==> config.mk <==
export PLATFORM = sky130hd
export DESIGN_NAME = mdio_master
export DESIGN_NICKNAME = d
export VERILOG_FILES = /design/src/rtl/mdio_pkg.sv /design/src/rtl/mdio_rst_sync.sv /design/src/rtl/mdio_clkgen.sv /design/src/rtl/mdio_frame_fsm.sv /design/src/rtl/mdio_master.sv
export SDC_FILE = /design/constraint.sdc
export NUM_CORES = 1
export LEC_CHECK = 0
export BUFFER_PORTS_ARGS = -buffer_cell sky130_fd_sc_hd__buf_4
export CAP_MARGIN = 10
export CORE_MARGIN = 4
export CORE_UTILIZATION = 50
export DETAILED_ROUTE_END_ITERATION = 16
export PLACE_DENSITY = 0.8
export SLEW_MARGIN = 25
export SYNTH_ARGS = -nofsm -noshare
export SYNTH_HDL_FRONTEND = slang
export SYNTH_HIERARCHICAL = 1
export SYNTH_SLANG_ARGS = --single-unit
==> constraint.sdc <==
create_clock -name clk -period 3.1 [get_ports clk]
set_input_delay 0.62 -clock clk [delete_from_list [all_inputs] [get_ports clk]]
set_output_delay 0.62 -clock clk [all_outputs]
set_load 0.02 [all_outputs]
==> src/rtl/mdio_pkg.sv <==
package mdio_pkg;
  localparam int ADDR_W      = 5;
  localparam int DATA_W      = 16;
  localparam int PRE_SLOTS   = 32;
  localparam int HDR_SLOTS   = 4 + 2 * ADDR_W;
  localparam int TA_SLOTS    = 2;
  localparam int WR_SLOTS    = TA_SLOTS + DATA_W;
  localparam int RECOV_SLOTS = 32;
  localparam int FRAME_W     = HDR_SLOTS + WR_SLOTS;
  localparam int CNT_W       = $clog2(PRE_SLOTS) + 1;

  localparam logic [1:0] SOF_CODE = 2'b01;
  localparam logic [1:0] OP_READ  = 2'b10;
  localparam logic [1:0] OP_WRITE = 2'b01;
  localparam logic [1:0] TA_DRIVE = 2'b10;

  typedef enum logic [2:0] {
    PH_IDLE,
    PH_PRE,
    PH_HDR,
    PH_WDAT,
    PH_TA,
    PH_RDAT,
    PH_TAIL,
    PH_RECOV
  } phase_e;
endpackage

==> src/rtl/mdio_rst_sync.sv <==
module mdio_rst_sync (
  input  logic clk,
  input  logic rst_n,
  output logic rst_sn
);
  logic [1:0] sync_q;

  always_ff @(posedge clk or negedge rst_n) begin
    if (!rst_n) begin
      sync_q <= 2'b00;
    end else begin
      sync_q <= {sync_q[0], 1'b1};
    end
  end

  assign rst_sn = sync_q[1];
endmodule

==> src/rtl/mdio_clkgen.sv <==
module mdio_clkgen #(
  parameter int HALF_DIV = 20
) (
  input  logic clk,
  input  logic rst_n,
  input  logic run,
  output logic mdc,
  output logic rise_tk,
  output logic slot_end
);
  localparam int CW = (HALF_DIV > 1) ? $clog2(HALF_DIV) : 1;
  localparam logic [CW-1:0] LAST = CW'(HALF_DIV - 1);
  localparam logic [CW-1:0] ONE  = CW'(1);

  logic [CW-1:0] cnt_q, cnt_d;
  logic          ph_q, ph_d;
  logic          wrap;

  assign wrap = run && (cnt_q == LAST);

  always_comb begin
    cnt_d = cnt_q;
    ph_d  = ph_q;
    if (!run) begin
      cnt_d = '0;
      ph_d  = 1'b0;
    end else if (wrap) begin
      cnt_d = '0;
      ph_d  = ~ph_q;
    end else begin
      cnt_d = cnt_q + ONE;
    end
  end

  always_ff @(posedge clk or negedge rst_n) begin
    if (!rst_n) begin
      cnt_q <= '0;
      ph_q  <= 1'b0;
    end else begin
      cnt_q <= cnt_d;
      ph_q  <= ph_d;
    end
  end

  assign mdc      = ph_q;
  assign rise_tk  = wrap && !ph_q;
  assign slot_end = wrap && ph_q;
endmodule

==> src/rtl/mdio_frame_fsm.sv <==
module mdio_frame_fsm
  import mdio_pkg::*;
(
  input  logic              clk,
  input  logic              rst_n,
  input  logic              start,
  input  logic              rd_sel,
  input  logic [ADDR_W-1:0] phy_ad,
  input  logic [ADDR_W-1:0] reg_ad,
  input  logic [DATA_W-1:0] wdata,
  input  logic              mdio_i,
  input  logic              rise_tk,
  input  logic              slot_end,
  output logic              busy,
  output logic              done,
  output logic              err,
  output logic [DATA_W-1:0] rd_data,
  output logic              mdio_o,
  output logic              mdio_oe
);
  localparam logic [CNT_W-1:0] ONE        = CNT_W'(1);
  localparam logic [CNT_W-1:0] LAST_PRE   = CNT_W'(PRE_SLOTS - 1);
  localparam logic [CNT_W-1:0] LAST_HDR   = CNT_W'(HDR_SLOTS - 1);
  localparam logic [CNT_W-1:0] LAST_WR    = CNT_W'(WR_SLOTS - 1);
  localparam logic [CNT_W-1:0] LAST_TA    = CNT_W'(TA_SLOTS - 1);
  localparam logic [CNT_W-1:0] LAST_RD    = CNT_W'(DATA_W - 1);
  localparam logic [CNT_W-1:0] LAST_RECOV = CNT_W'(RECOV_SLOTS - 1);

  phase_e             st_q, st_d;
  logic [CNT_W-1:0]   bcnt_q, bcnt_d;
  logic [FRAME_W-1:0] tx_q, tx_d;
  logic [DATA_W-1:0]  rx_q, rx_d;
  logic [DATA_W-1:0]  rdata_q, rdata_d;
  logic               rd_q, rd_d;
  logic               ta_q, ta_d;
  logic               mdo_q, mdo_d;
  logic               oe_q, oe_d;
  logic               err_q, err_d;
  logic               done_q, done_d;

  always_comb begin
    st_d    = st_q;
    bcnt_d  = bcnt_q;
    tx_d    = tx_q;
    rx_d    = rx_q;
    rdata_d = rdata_q;
    rd_d    = rd_q;
    ta_d    = ta_q;
    mdo_d   = mdo_q;
    oe_d    = oe_q;
    err_d   = err_q;
    done_d  = 1'b0;

    if (st_q == PH_IDLE) begin
      if (start) begin
        st_d   = PH_PRE;
        bcnt_d = '0;
        rd_d   = rd_sel;
        tx_d   = {SOF_CODE, (rd_sel ? OP_READ : OP_WRITE), phy_ad, reg_ad, TA_DRIVE, wdata};
        mdo_d  = 1'b1;
        oe_d   = 1'b1;
      end
    end else begin
      if (rise_tk) begin
        if ((st_q == PH_TA) && (bcnt_q == LAST_TA)) begin
          ta_d = mdio_i;
        end
        if (st_q == PH_RDAT) begin
          rx_d = {rx_q[DATA_W-2:0], mdio_i};
        end
      end

      if (slot_end) begin
        case (st_q)
          PH_PRE: begin
            if (bcnt_q == LAST_PRE) begin
              st_d   = PH_HDR;
              bcnt_d = '0;
              mdo_d  = tx_q[FRAME_W-1];
              tx_d   = {tx_q[FRAME_W-2:0], 1'b0};
            end else begin
              bcnt_d = bcnt_q + ONE;
            end
          end
          PH_HDR: begin
            if (bcnt_q == LAST_HDR) begin
              bcnt_d = '0;
              if (rd_q) begin
                st_d = PH_TA;
                oe_d = 1'b0;
              end else begin
                st_d  = PH_WDAT;
                mdo_d = tx_q[FRAME_W-1];
                tx_d  = {tx_q[FRAME_W-2:0], 1'b0};
              end
            end else begin
              bcnt_d = bcnt_q + ONE;
              mdo_d  = tx_q[FRAME_W-1];
              tx_d   = {tx_q[FRAME_W-2:0], 1'b0};
            end
          end
          PH_WDAT: begin
            if (bcnt_q == LAST_WR) begin
              st_d   = PH_TAIL;
              bcnt_d = '0;
              oe_d   = 1'b0;
            end else begin
              bcnt_d = bcnt_q + ONE;
              mdo_d  = tx_q[FRAME_W-1];
              tx_d   = {tx_q[FRAME_W-2:0], 1'b0};
            end
          end
          PH_TA: begin
            if (bcnt_q == LAST_TA) begin
              bcnt_d = '0;
              st_d   = ta_q ? PH_RECOV : PH_RDAT;
            end else begin
              bcnt_d = bcnt_q + ONE;
            end
          end
          PH_RDAT: begin
            if (bcnt_q == LAST_RD) begin
              st_d   = PH_TAIL;
              bcnt_d = '0;
            end else begin
              bcnt_d = bcnt_q + ONE;
            end
          end
          PH_TAIL: begin
            st_d   = PH_IDLE;
            oe_d   = 1'b0;
            done_d = 1'b1;
            err_d  = 1'b0;
            if (rd_q) begin
              rdata_d = rx_q;
            end
          end
          PH_RECOV: begin
            if (bcnt_q == LAST_RECOV) begin
              st_d   = PH_IDLE;
              bcnt_d = '0;
              done_d = 1'b1;
              err_d  = 1'b1;
            end else begin
              bcnt_d = bcnt_q + ONE;
            end
          end
          default: begin
            st_d = PH_IDLE;
            oe_d = 1'b0;
          end
        endcase
      end
    end
  end

  always_ff @(posedge clk or negedge rst_n) begin
    if (!rst_n) begin
      st_q    <= PH_IDLE;
      bcnt_q  <= '0;
      tx_q    <= '0;
      rx_q    <= '0;
      rdata_q <= '0;
      rd_q    <= 1'b0;
      ta_q    <= 1'b0;
      mdo_q   <= 1'b0;
      oe_q    <= 1'b0;
      err_q   <= 1'b0;
      done_q  <= 1'b0;
    end else begin
      st_q    <= st_d;
      bcnt_q  <= bcnt_d;
      tx_q    <= tx_d;
      rx_q    <= rx_d;
      rdata_q <= rdata_d;
      rd_q    <= rd_d;
      ta_q    <= ta_d;
      mdo_q   <= mdo_d;
      oe_q    <= oe_d;
      err_q   <= err_d;
      done_q  <= done_d;
    end
  end

  assign busy    = (st_q != PH_IDLE);
  assign done    = done_q;
  assign err     = err_q;
  assign rd_data = rdata_q;
  assign mdio_o  = mdo_q;
  assign mdio_oe = oe_q;
endmodule

==> src/rtl/mdio_master.sv <==
module mdio_master
  import mdio_pkg::*;
#(
  parameter int HALF_DIV = 20
) (
  input  logic              clk,
  input  logic              rst_n,
  input  logic              start,
  input  logic              rd_sel,
  input  logic [ADDR_W-1:0] phy_addr,
  input  logic [ADDR_W-1:0] reg_addr,
  input  logic [DATA_W-1:0] wr_data,
  output logic [DATA_W-1:0] rd_data,
  output logic              busy,
  output logic              done,
  output logic              err,
  output logic              mdc,
  output logic              mdio_o,
  output logic              mdio_oe,
  input  logic              mdio_i
);
  logic rst_sn;
  logic rise_tk;
  logic slot_end;

  mdio_rst_sync u_rst (
    .clk    (clk),
    .rst_n  (rst_n),
    .rst_sn (rst_sn)
  );

  mdio_clkgen #(.HALF_DIV(HALF_DIV)) u_clk (
    .clk      (clk),
    .rst_n    (rst_sn),
    .run      (busy),
    .mdc      (mdc),
    .rise_tk  (rise_tk),
    .slot_end (slot_end)
  );

  mdio_frame_fsm u_fsm (
    .clk      (clk),
    .rst_n    (rst_sn),
    .start    (start),
    .rd_sel   (rd_sel),
    .phy_ad   (phy_addr),
    .reg_ad   (reg_addr),
    .wdata    (wr_data),
    .mdio_i   (mdio_i),
    .rise_tk  (rise_tk),
    .slot_end (slot_end),
    .busy     (busy),
    .done     (done),
    .err      (err),
    .rd_data  (rd_data),
    .mdio_o   (mdio_o),
    .mdio_oe  (mdio_oe)
  );
endmodule

==> impl_metrics.toml, run 1 <==
[sta]
skew_ns = 0.00468
finalCritPeriodShare_pct = 84.9
maxSlewViolCount = 0
finalHoldViolCount = 0
worst_slack_ns = 0.469
holdWs_ns = 0.278
min_period_ns = 2.63
fmax_mhz = 380
rsz0062_at_grt = "no"
worst_pin_slew_ns = 0.726
relSlewSlack_pct = 51.4
setup-tns-final_ns = 0
setup_violations = 0

[floorplan]
io_pins = 53
die_y_um = 98.0
start_util_pct = 51.9
coreArea_mm2 = 0.00781
dieArea_mm2 = 0.00961
rows = 32
die_w_um = 98.0

[route]
avgRoutedWirePerCell_um = 14.0
drt-pass1-iter-count = 4
dr_wl_met2_um = 3740
wl_met3_um = 356
vias_per_cell = 5.53
routed_wl_um = 7710
num_vias = 3035
drc = 0
drtAntennaViolNets = 0
wl_met1_um = 3480
highest_layer = "met4"
detail_route.iter0.violations = 112

[job]
drv_cap = 0

[clock_tree]
clockRootBuffer = "clkbuf_8"
cts_resized = 0
cts_tree = "built"
clk_pin_slew_ns = 0.08
cts_buffer_depth = 2
clk_latency_ns = 0.35
htree_levels = 3
cts_buffers = 9
cts_sinks = 87

[worst_setup_path]
cp_num_buf_inv = 2
cp.required_ns = 3.33
worstSetupEndpointType = "flop"
cp-start-kind = "flop"
crit_chain = "nor3_4 -> inv_1 -> buf_4 -> nand2_1 -> nor2_1 -> nand3_1 -> mux2_2"
path_class = "flop to flop"
cpLargestDelayFamily = "simple AND/OR/NAND/NOR gates"
worst_path_max_delay_cell = "dfrtp_1"
crit_arrival_ns = 2.86
max_stage_delay_ns = 0.72
worstPathMaxFanout = 41

[finish]
final_cells = 549
nFillCells = 688
num_antenna_cells = 0
drive_gt1_share_pct = 25.5
syn2layout_area_growth_pct = 15.8
fin_nets = 476

[yosys]
synth_cell_types = 52
synth_top_area_share_pct = 53.7
ys.flop_type = "dfrtp_1"
yosys_register_bits = 87
synth_common_cells = "dfrtp_1 (87), nand2_1 (67), nor2_1 (41), mux2_2 (35), a31oi_1 (29)"
synth.yosys.seq_area_share_pct = 53.7
synth.net_count = 431
synth.area.top_cells = "dfrtp_1 (54%), mux2_2 (9.7%), nand2_1 (6.2%)"
yosysTopAreaCell = "dfrtp_1"
avgSynthCellArea_um2 = 10.2
ys_warn_count = 6
synthCells = 397
async_flop_share_pct = 100
syn-cell-area_mm2 = 0.00405
synth_edf_count = 0
synth.most_common_cell = "dfrtp_1"

[pwr]
p_leak_nw = 2.21
powerDensity_mw_per_mm2 = 400
vdd.ir_drop.worst_mv = 0.177
total_power_w = 0.00188

[run_status]
status = "completed"

[placed_design]
dp_hpwl_um = 5220
post-place-cells = 531
gp_congestion = 0.833
dp_slack_ns = 0.452
io_buffers = 52

[grt]
antenna_found_initial = 0
track_usage_pct = 16.9
grt_max_degree = 86
grt_pass1_wl_um = 13400
overflow = 0
grt_pass1_vias = 2891

[worst_hold_path]
hold_class = "flop to asynchronous set/reset pin"
what timing repair did:
item | in CTS | in global routing
endpoints found under the hold margin | 0 | 2
setup endpoints to repair | 0 | 0
buffers inserted | 0 | 0
hold buffers | 0 | 1
placed cells by master, fill, tap and decap left out, types with 2 or more instances in the layout:
| master | count |
|---|---|
| or2b_1 | 2 |
| nor2b_1 | 2 |
| nand2b_1 | 6 |
| o311ai_0 | 2 |
| dfrtp_1 | 86 |
| clkbuf_1 | 3 |
| o211ai_1 | 2 |
| and2_1 | 2 |
| o31ai_1 | 4 |
| clkinv_2 | 3 |
| o21ai_0 | 15 |
| nor2_1 | 41 |
| a21o_1 | 2 |
| clkbuf_8 | 9 |
| ha_1 | 3 |
| mux2i_1 | 3 |
| nand4_1 | 2 |
| mux2_2 | 35 |
| buf_4 | 55 |
| a21boi_0 | 2 |
| nand3_1 | 11 |
| a31oi_1 | 29 |
| nor4_1 | 2 |
| or3_1 | 5 |
| nand2_1 | 67 |
| nor3_1 | 5 |
| a21oi_1 | 10 |
| inv_1 | 10 |
stage by stage:
step	utilization (%)	instance area, um^2
2_1_floorplan	-	4050
3_3_place_gp	57.6	4490
3_5_place_dp	57.6	4490
4_1_cts	59.6	4650
5_1_grt	60.1	4690
6_report	60.1	4690
registers in the layout (all words and copies together) (netlist names):
name,cells
u_fsm/mdio_o,1
u_fsm/st_q,3
u_fsm/rx_q,16
u_fsm/mdio_oe,1
u_rst/sync_q,2
u_fsm/done,1
u_fsm/tx_q,32
u_fsm/rd_data,16
u_fsm/bcnt_q,6
u_clk/mdc,1
u_clk/cnt_q,5
u_fsm/rd_q,1
u_fsm/ta_q,1
u_fsm/err,1
final timing paths:
path / start / endpoint / slack, ns / cells after the start
setup / recovery: u_fsm/st_q[1]$_DFFE_PN0P_ / u_fsm/rx_q[7]$_DFFE_PN0P_ / 0.47 / 7
hold reg to reg: u_rst/sync_q[1]$_DFF_PN0_ / u_fsm/rd_data[8]$_DFFE_PN0P_ / 0.28 / 0
hold / removal: u_rst/sync_q[1]$_DFF_PN0_ / u_fsm/rd_data[8]$_DFFE_PN0P_ / 0.28 / 0
setup reg to reg: u_fsm/st_q[1]$_DFFE_PN0P_ / u_fsm/rx_q[7]$_DFFE_PN0P_ / 0.47 / 7
min in group clk: u_rst/sync_q[0]$_DFF_PN0_ / u_rst/sync_q[1]$_DFF_PN0_ / 0.36 / 0
max in group asynchronous: u_rst/sync_q[1]$_DFF_PN0_ / u_fsm/tx_q[0]$_DFFE_PN0P_ / 2.22 / 1
cell families (layout without fill, tap and decap cells):
kind of cell	count (synthesis)	after routing	share of synthesized area, %
buf+inv	35	85	4.45
simple gates	157	157	18.2
xor+xnor	2	2	0.432
fa+ha+maj	3	3	0.927
other cells	1	1	0.0926
compound gates	74	74	11.7
mux	38	38	10.5
flops	87	87	53.7
power breakdown:
group	internal [W]	total, W	switching [W]
registers	0.00114	0.00115	0.00000954
clock network	0.000290	0.000679	0.000389
logic	0.0000299	0.0000501	0.0000201
worst reg2reg max path, delay by kind of cell, from the launching register on:
| family | cells | cell delay, ns |
|---|---|---|
| simple gates | 4 | 0.88 |
| flops | 1 | 0.72 |
| mux | 1 | 0.49 |
| buf+inv | 2 | 0.43 |
layout make-up:
class | count | area [um^2] | share of cell area (%)
clock inverters | 4 | 23.8 | 0.507
inverters | 11 | 41.3 | 0.880
repair buffers | 58 | 470 | 10.0
well taps | 102 | 128 | 2.72
clock buffers | 12 | 135 | 2.88
multi-input cells | 275 | 1710 | 36.5
flip-flops and latches | 87 | 2180 | 46.5
metal layers:
layer | up-vias | global-route usage, %
met2 | 71 | 26.8
met4 | 0 | 6.50
met5 | - | 0
met1 | 1484 | 22.7
li1 | 1467 | -
met3 | 13 | 3.71
Note: power is estimated with default switching activity, not from simulation.
==> run 2, diff against run 1 <==
==> constraint.sdc (replaced) <==
create_clock -name clk -period 2.49 [get_ports clk]
set_input_delay 0.498 -clock clk [delete_from_list [all_inputs] [get_ports clk]]
set_output_delay 0.498 -clock clk [all_outputs]
set_load 0.02 [all_outputs]
==> impl_metrics.toml, run 2 (synthesis gave the netlist of run 1 again) <==
[clock_tree]
cts_tree = "built"
clockRootBuffer = "clkbuf_8"
clk_pin_slew_ns = 0.09
cts_buffer_depth = 2
clk_latency_ns = 0.35
cts_sinks = 87
htree_levels = 3
cts_buffers = 9

[worst_setup_path]
worstPathMaxFanout = 16
reg2reg_slack_ns = 0.11
cp-start-kind = "flop"
r2r-end = "u_fsm/tx_q[14]$_DFFE_PN0P_"
worstSetupEndpointType = "flop"
path_class = "flop to flop"
cp.required_ns = 2.76
worstReg2RegStart = "u_clk/cnt_q[0]$_DFF_PN0_"
reg2reg_depth = 10
crit_arrival_ns = 2.65

[sta]
finalCritPeriodShare_pct = 95.7
min_period_ns = 2.38
skew_ns = 0.00924
maxSlewViolCount = 0
worst_pin_slew_ns = 0.542
holdWs_ns = 0.314
worst_slack_ns = 0.107
finalHoldViolCount = 0
setup_violations = 0
fmax_mhz = 420
relSlewSlack_pct = 63.5

[finish]
num_antenna_cells = 0
final_util_pct = 61.5
drive_gt1_share_pct = 27.7
nFillCells = 659
layout_commonest_cell = "dfrtp_1"
max_flop_register = "u_fsm/tx_q"
final_cell_mix = "dfrtp_1 (86), nand2_1 (67), buf_4 (62), nor2_1 (41), mux2_2 (35)"
syn2layout_area_growth_pct = 18.6
fin_nets = 487
final_cells = 560
largest_reg_flops = 32

[job]
drv_cap = 0

[route]
vias_per_cell = 5.57
drc = 0
drtAntennaViolNets = 0
num_vias = 3117
drt-pass1-iter-count = 4
detail_route.iter0.violations = 178
avgRoutedWirePerCell_um = 14.5
routed_wl_um = 8120

[grt]
antenna_found_initial = 0
grt_pass1_wl_um = 13400
grt_max_degree = 67
grt_pass1_vias = 2971
track_usage_pct = 16.8
overflow = 0

[placed_design]
dp_slack_ns = 0.175
io_buffers = 52
post-place-cells = 538
dp_hpwl_um = 5310
gp_congestion = 0.859

[pwr]
total_power_w = 0.00233
clkPwrFrac_pct = 36.2
internal-power_w = 0.00182
p_switching_w = 0.000518
pwr-share-comb_pct = 2.5
pwr-share-seq_pct = 61.3
powerDensity_mw_per_mm2 = 486
vdd.ir_drop.worst_mv = 0.346
swShare_pct = 22.2
p_leak_nw = 2.26

[run_status]
status = "completed"

[floorplan]
start_util_pct = 51.9
die_w_um = 98.0
coreArea_mm2 = 0.00781
dieArea_mm2 = 0.00961
die_y_um = 98.0
rows = 32
io_pins = 53

[worst_hold_path]
hold_class = "flop to asynchronous set/reset pin"
==> run 2: how the worst max path moves through the flow <==
stage / startpoint / endpoint / depth (start not counted)
CTS: u_clk/cnt_q[0]$_DFF_PN0_ / u_fsm/tx_q[2]$_DFFE_PN0P_ / 9
global route: u_clk/cnt_q[0]$_DFF_PN0_ / u_fsm/mdio_o$_DFFE_PN0P_ / 10
floorplan: u_fsm/st_q[1]$_DFFE_PN0P_ / u_fsm/rd_data[10]$_DFFE_PN0P_ / 10
global placement: u_clk/cnt_q[0]$_DFF_PN0_ / u_fsm/tx_q[3]$_DFFE_PN0P_ / 9
detailed placement: u_clk/cnt_q[0]$_DFF_PN0_ / u_fsm/tx_q[2]$_DFFE_PN0P_ / 9
finish: u_clk/cnt_q[0]$_DFF_PN0_ / u_fsm/tx_q[14]$_DFFE_PN0P_ / 10
==> run 2: final cells by class <==
class                   count  area (um^2)  share of cell area [%]
flip-flops and latches     87         2180                    45.4
inverters                  11         41.3                   0.860
well taps                 102          128                    2.66
repair buffers             69          574                    12.0
multi-input cells         275         1710                    35.7
clock buffers              11          131                    2.74
clock inverters             5         33.8                   0.703
==> run 2: what timing repair did <==
item,4_1_cts,5_1_grt
buffers inserted,0,2
hold buffers,1,0
setup endpoints to repair,0,5
resized for setup,0,5
hold endpoints to repair,2,0
==> run 2: per-layer routing <==
layer	vias to the layer above	share of wire [%]	GRT usage, %
met5	-	0	0
met4	0	1.5	6.18
met3	10	5.1	4.29
met2	85	49	27.6
met1	1531	44	21.5
li1	1491	-	-
==> run 2: critical path: stages, from the launching register on <==
cell and delay, ns:
dfrtp_1 0.38, ha_2 0.23, and4bb_2 0.29, and3_2 0.24
o21ai_0 0.09, a21o_1 0.21, a311oi_4 0.33, buf_6 0.17
buf_6 0.17, nor2_1 0.06, a31oi_1 0.14
==> run 2: power groups by stage <==
stage | clock [W] | sequential (W) | combinational, W
after floorplan | 0 | 0.00146 | 0.00000344
after global placement | 0 | 0.00146 | 0.0000589
after CTS | 0.000888 | 0.00143 | 0.0000608
after detailed placement | 0 | 0.00146 | 0.0000595
after global routing | 0.000955 | 0.00143 | 0.0000657
final | 0.000845 | 0.00143 | 0.0000589
==> run 2: per-stage QoR <==
stage | cell area (um^2) | setup TNS [ns]
final | 4800 | 0
after detailed placement | 4560 | 0
after floorplan | 4060 | 0
after global placement | 4560 | 0
after CTS | 4730 | 0
after global routing | 4800 | -0.212
==> run 3, diff against run 2 <==
--- a/config.mk
+++ b/config.mk
@@ -5,12 +5,13 @@
 export SDC_FILE = /design/constraint.sdc
 export NUM_CORES = 1
 export LEC_CHECK = 0
+export ABC_AREA = 1
 export BUFFER_PORTS_ARGS = -buffer_cell sky130_fd_sc_hd__buf_4
 export CAP_MARGIN = 10
 export CORE_MARGIN = 4
 export CORE_UTILIZATION = 50
 export DETAILED_ROUTE_END_ITERATION = 16
-export PLACE_DENSITY = 0.8
+export PLACE_DENSITY = 0.79
 export SLEW_MARGIN = 25
 export SYNTH_ARGS = -nofsm -noshare
 export SYNTH_HDL_FRONTEND = slang
==> impl_metrics.toml, run 3 <==
[run_status]
status = "completed"

[route]
routed_wl_um = 7650
detail_route.iter0.violations = 185
avgRoutedWirePerCell_um = 12.5
num_vias = 3080
vias_per_cell = 5.02
drt-pass1-iter-count = 4
drc = 0
drtAntennaViolNets = 0

[pwr]
vdd.ir_drop.worst_mv = 0.576
p_leak_nw = 2.53
powerDensity_mw_per_mm2 = 1010

[yosys]
synthCells = 451
synth.area.top_cells = "dfrtp_1 (52%), nand2_1 (9.9%), mux2i_1 (6.0%)"
ys.flop_type = "dfrtp_1"
synth.most_common_cell = "nand2_1"
synth.net_count = 485
synth.yosys.seq_area_share_pct = 52.3
synth_cell_types = 31
synth_edf_count = 0
async_flop_share_pct = 100
yosys_register_bits = 87
synth_common_cells = "nand2_1 (110), dfrtp_1 (87), inv_1 (49), nor2_1 (35), mux2i_1 (25)"
avgSynthCellArea_um2 = 9.24
syn-cell-area_mm2 = 0.00417
synth_top_area_share_pct = 52.3
yosysTopAreaCell = "dfrtp_1"
ys_warn_count = 6

[floorplan]
rows = 33
io_pins = 53
dieArea_mm2 = 0.00986
die_w_um = 99.3
start_util_pct = 51.0
die_y_um = 99.3
coreArea_mm2 = 0.00818

[worst_setup_path]
cp-endpoint = "busy"
worstReg2RegStart = "u_fsm/st_q[0]$_DFFE_PN0P_"
r2r-end = "u_fsm/tx_q[11]$_DFFE_PN0P_"
cp-start-kind = "flop"
worstPathMaxFanout = 34
reg2reg_slack_ns = 0.34
worstSetupEndpointType = "output port"
crit_arrival_ns = 1.79
startpoint = "u_fsm/st_q[0]$_DFFE_PN0P_"
path_class = "flop to output port"
cp.required_ns = 1.99
reg2reg_depth = 12

[sta]
worst_slack_ns = 0.197
setup-tns-final_ns = 0
maxSlewViolCount = 0
finalHoldViolCount = 0
relSlewSlack_pct = 61.1
rsz0062_at_grt = "no"
fmax_mhz = 436
worst_pin_slew_ns = 0.584
holdWs_ns = 0.333
skew_ns = 0.0156
setup_violations = 0
min_period_ns = 2.29
finalCritPeriodShare_pct = 92.1

[clock_tree]
cts_buffers = 9
cts_buffer_depth = 2
clockRootBuffer = "clkbuf_8"
cts_sinks = 87
htree_levels = 3
cts_resized = 0
cts_setup_buffers = 0
clk_latency_ns = 0.35
clk_pin_slew_ns = 0.09
cts_tree = "built"

[grt]
grt_max_degree = 48
antenna_found_initial = 0
overflow = 0
grt_pass1_wl_um = 13500
track_usage_pct = 16.7
grt_pass1_vias = 3050

[finish]
max_flop_register = "u_fsm/tx_q"
num_antenna_cells = 0
largest_reg_flops = 32
fin_nets = 539
final_cell_mix = "nand2_1 (109), dfrtp_1 (86), buf_4 (56), inv_1 (49), nor2_1 (35)"
drive_gt1_share_pct = 23.8
layout_commonest_cell = "nand2_1"
syn2layout_area_growth_pct = 15.8
nFillCells = 700

[placed_design]
io_buffers = 52
dp_slack_ns = 0.340
gp_congestion = 0.922
dp_hpwl_um = 5550

[worst_hold_path]
hold_class = "flop to asynchronous set/reset pin"

[job]
drv_cap = 0
[run 3: kinds of logic after synthesis]
| family | after synthesis | synth area share (%) |
|---|---|---|
| and+or+nand+nor | 183 | 18.5 |
| adders and majority gates | 3 | 0.901 |
| buffers and inverters | 66 | 7.45 |
| xor gates and xnor gates | 1 | 0.210 |
| other | 1 | 0.0900 |
| AOI/OAI and AO/OA | 72 | 11.1 |
| DFF | 87 | 52.3 |
| muxes | 38 | 9.52 |
[run 3: stage by stage]
step           cell area (um^2)  utilization [%]  std cells  power, W
2_1_floorplan              4170                -        451   0.00360
3_3_place_gp               4630             56.6        598   0.00387
3_5_place_dp               4630             56.6        598   0.00396
4_1_cts                    4820             59.0        614   0.00492
5_1_grt                    4820             59.0        614   0.00525
6_report                   4820             59.0        614   0.00487
[run 3: layer usage]
metal  part of all wire (%)  routed length [um]  vias up  global-route usage (%)
li1                       -                   -     1560                       -
met1                     45                3440     1445                    21.8
met2                     50                3790       66                    27.1
met3                    4.4                 338        9                    4.49
met4                    1.0                  78        0                    5.57
met5                      0                   0        -                       0
[run 3: how the worst min path moves through the flow]
stage | end | slack [ns] | cells after the start
final | u_fsm/rx_q[3]$_DFFE_PN0P_ | 0.33 | 0
after detailed placement | u_rst/sync_q[0]$_DFF_PN0_ | 0.28 | 1
after global placement | u_rst/sync_q[0]$_DFF_PN0_ | 0.28 | 1
after CTS | u_fsm/rd_data[10]$_DFFE_PN0P_ | 0.36 | 0
after global routing | u_rst/sync_q[1]$_DFF_PN0_ | 0.37 | 0
after floorplan | u_rst/sync_q[0]$_DFF_PN0_ | 0.20 | 0
[run 3: worst max-delay path, stage by stage (launching register included)]
cell	delay, ns
dfrtp_1	0.55
nor2_2	0.11
nand2_4	0.11
buf_4	0.44
buf_4	0.24
[run 3: timing repair]
action / CTS / global route
endpoints found under the hold margin: 2 / 0
setup endpoints to repair: 0 / 0
hold buffers: 1 / 0
[run 3: power breakdown]
part           internal [W]  switching, W  total (W)
Sequential          0.00173      0.000260    0.00199
Clock              0.000465      0.000471   0.000936
Combinational      0.000748       0.00119    0.00194
[run 3: layout make-up]
class | instances | area, um^2 | share of cell area [%]
sequential | 87 | 2180 | 45.2
multi-input combinational | 298 | 1680 | 34.9
timing repair buffer | 58 | 450 | 9.34
inverter | 51 | 193 | 3.99
clock buffer | 11 | 131 | 2.72
tap | 105 | 131 | 2.72
clock inverter | 4 | 55.1 | 1.14
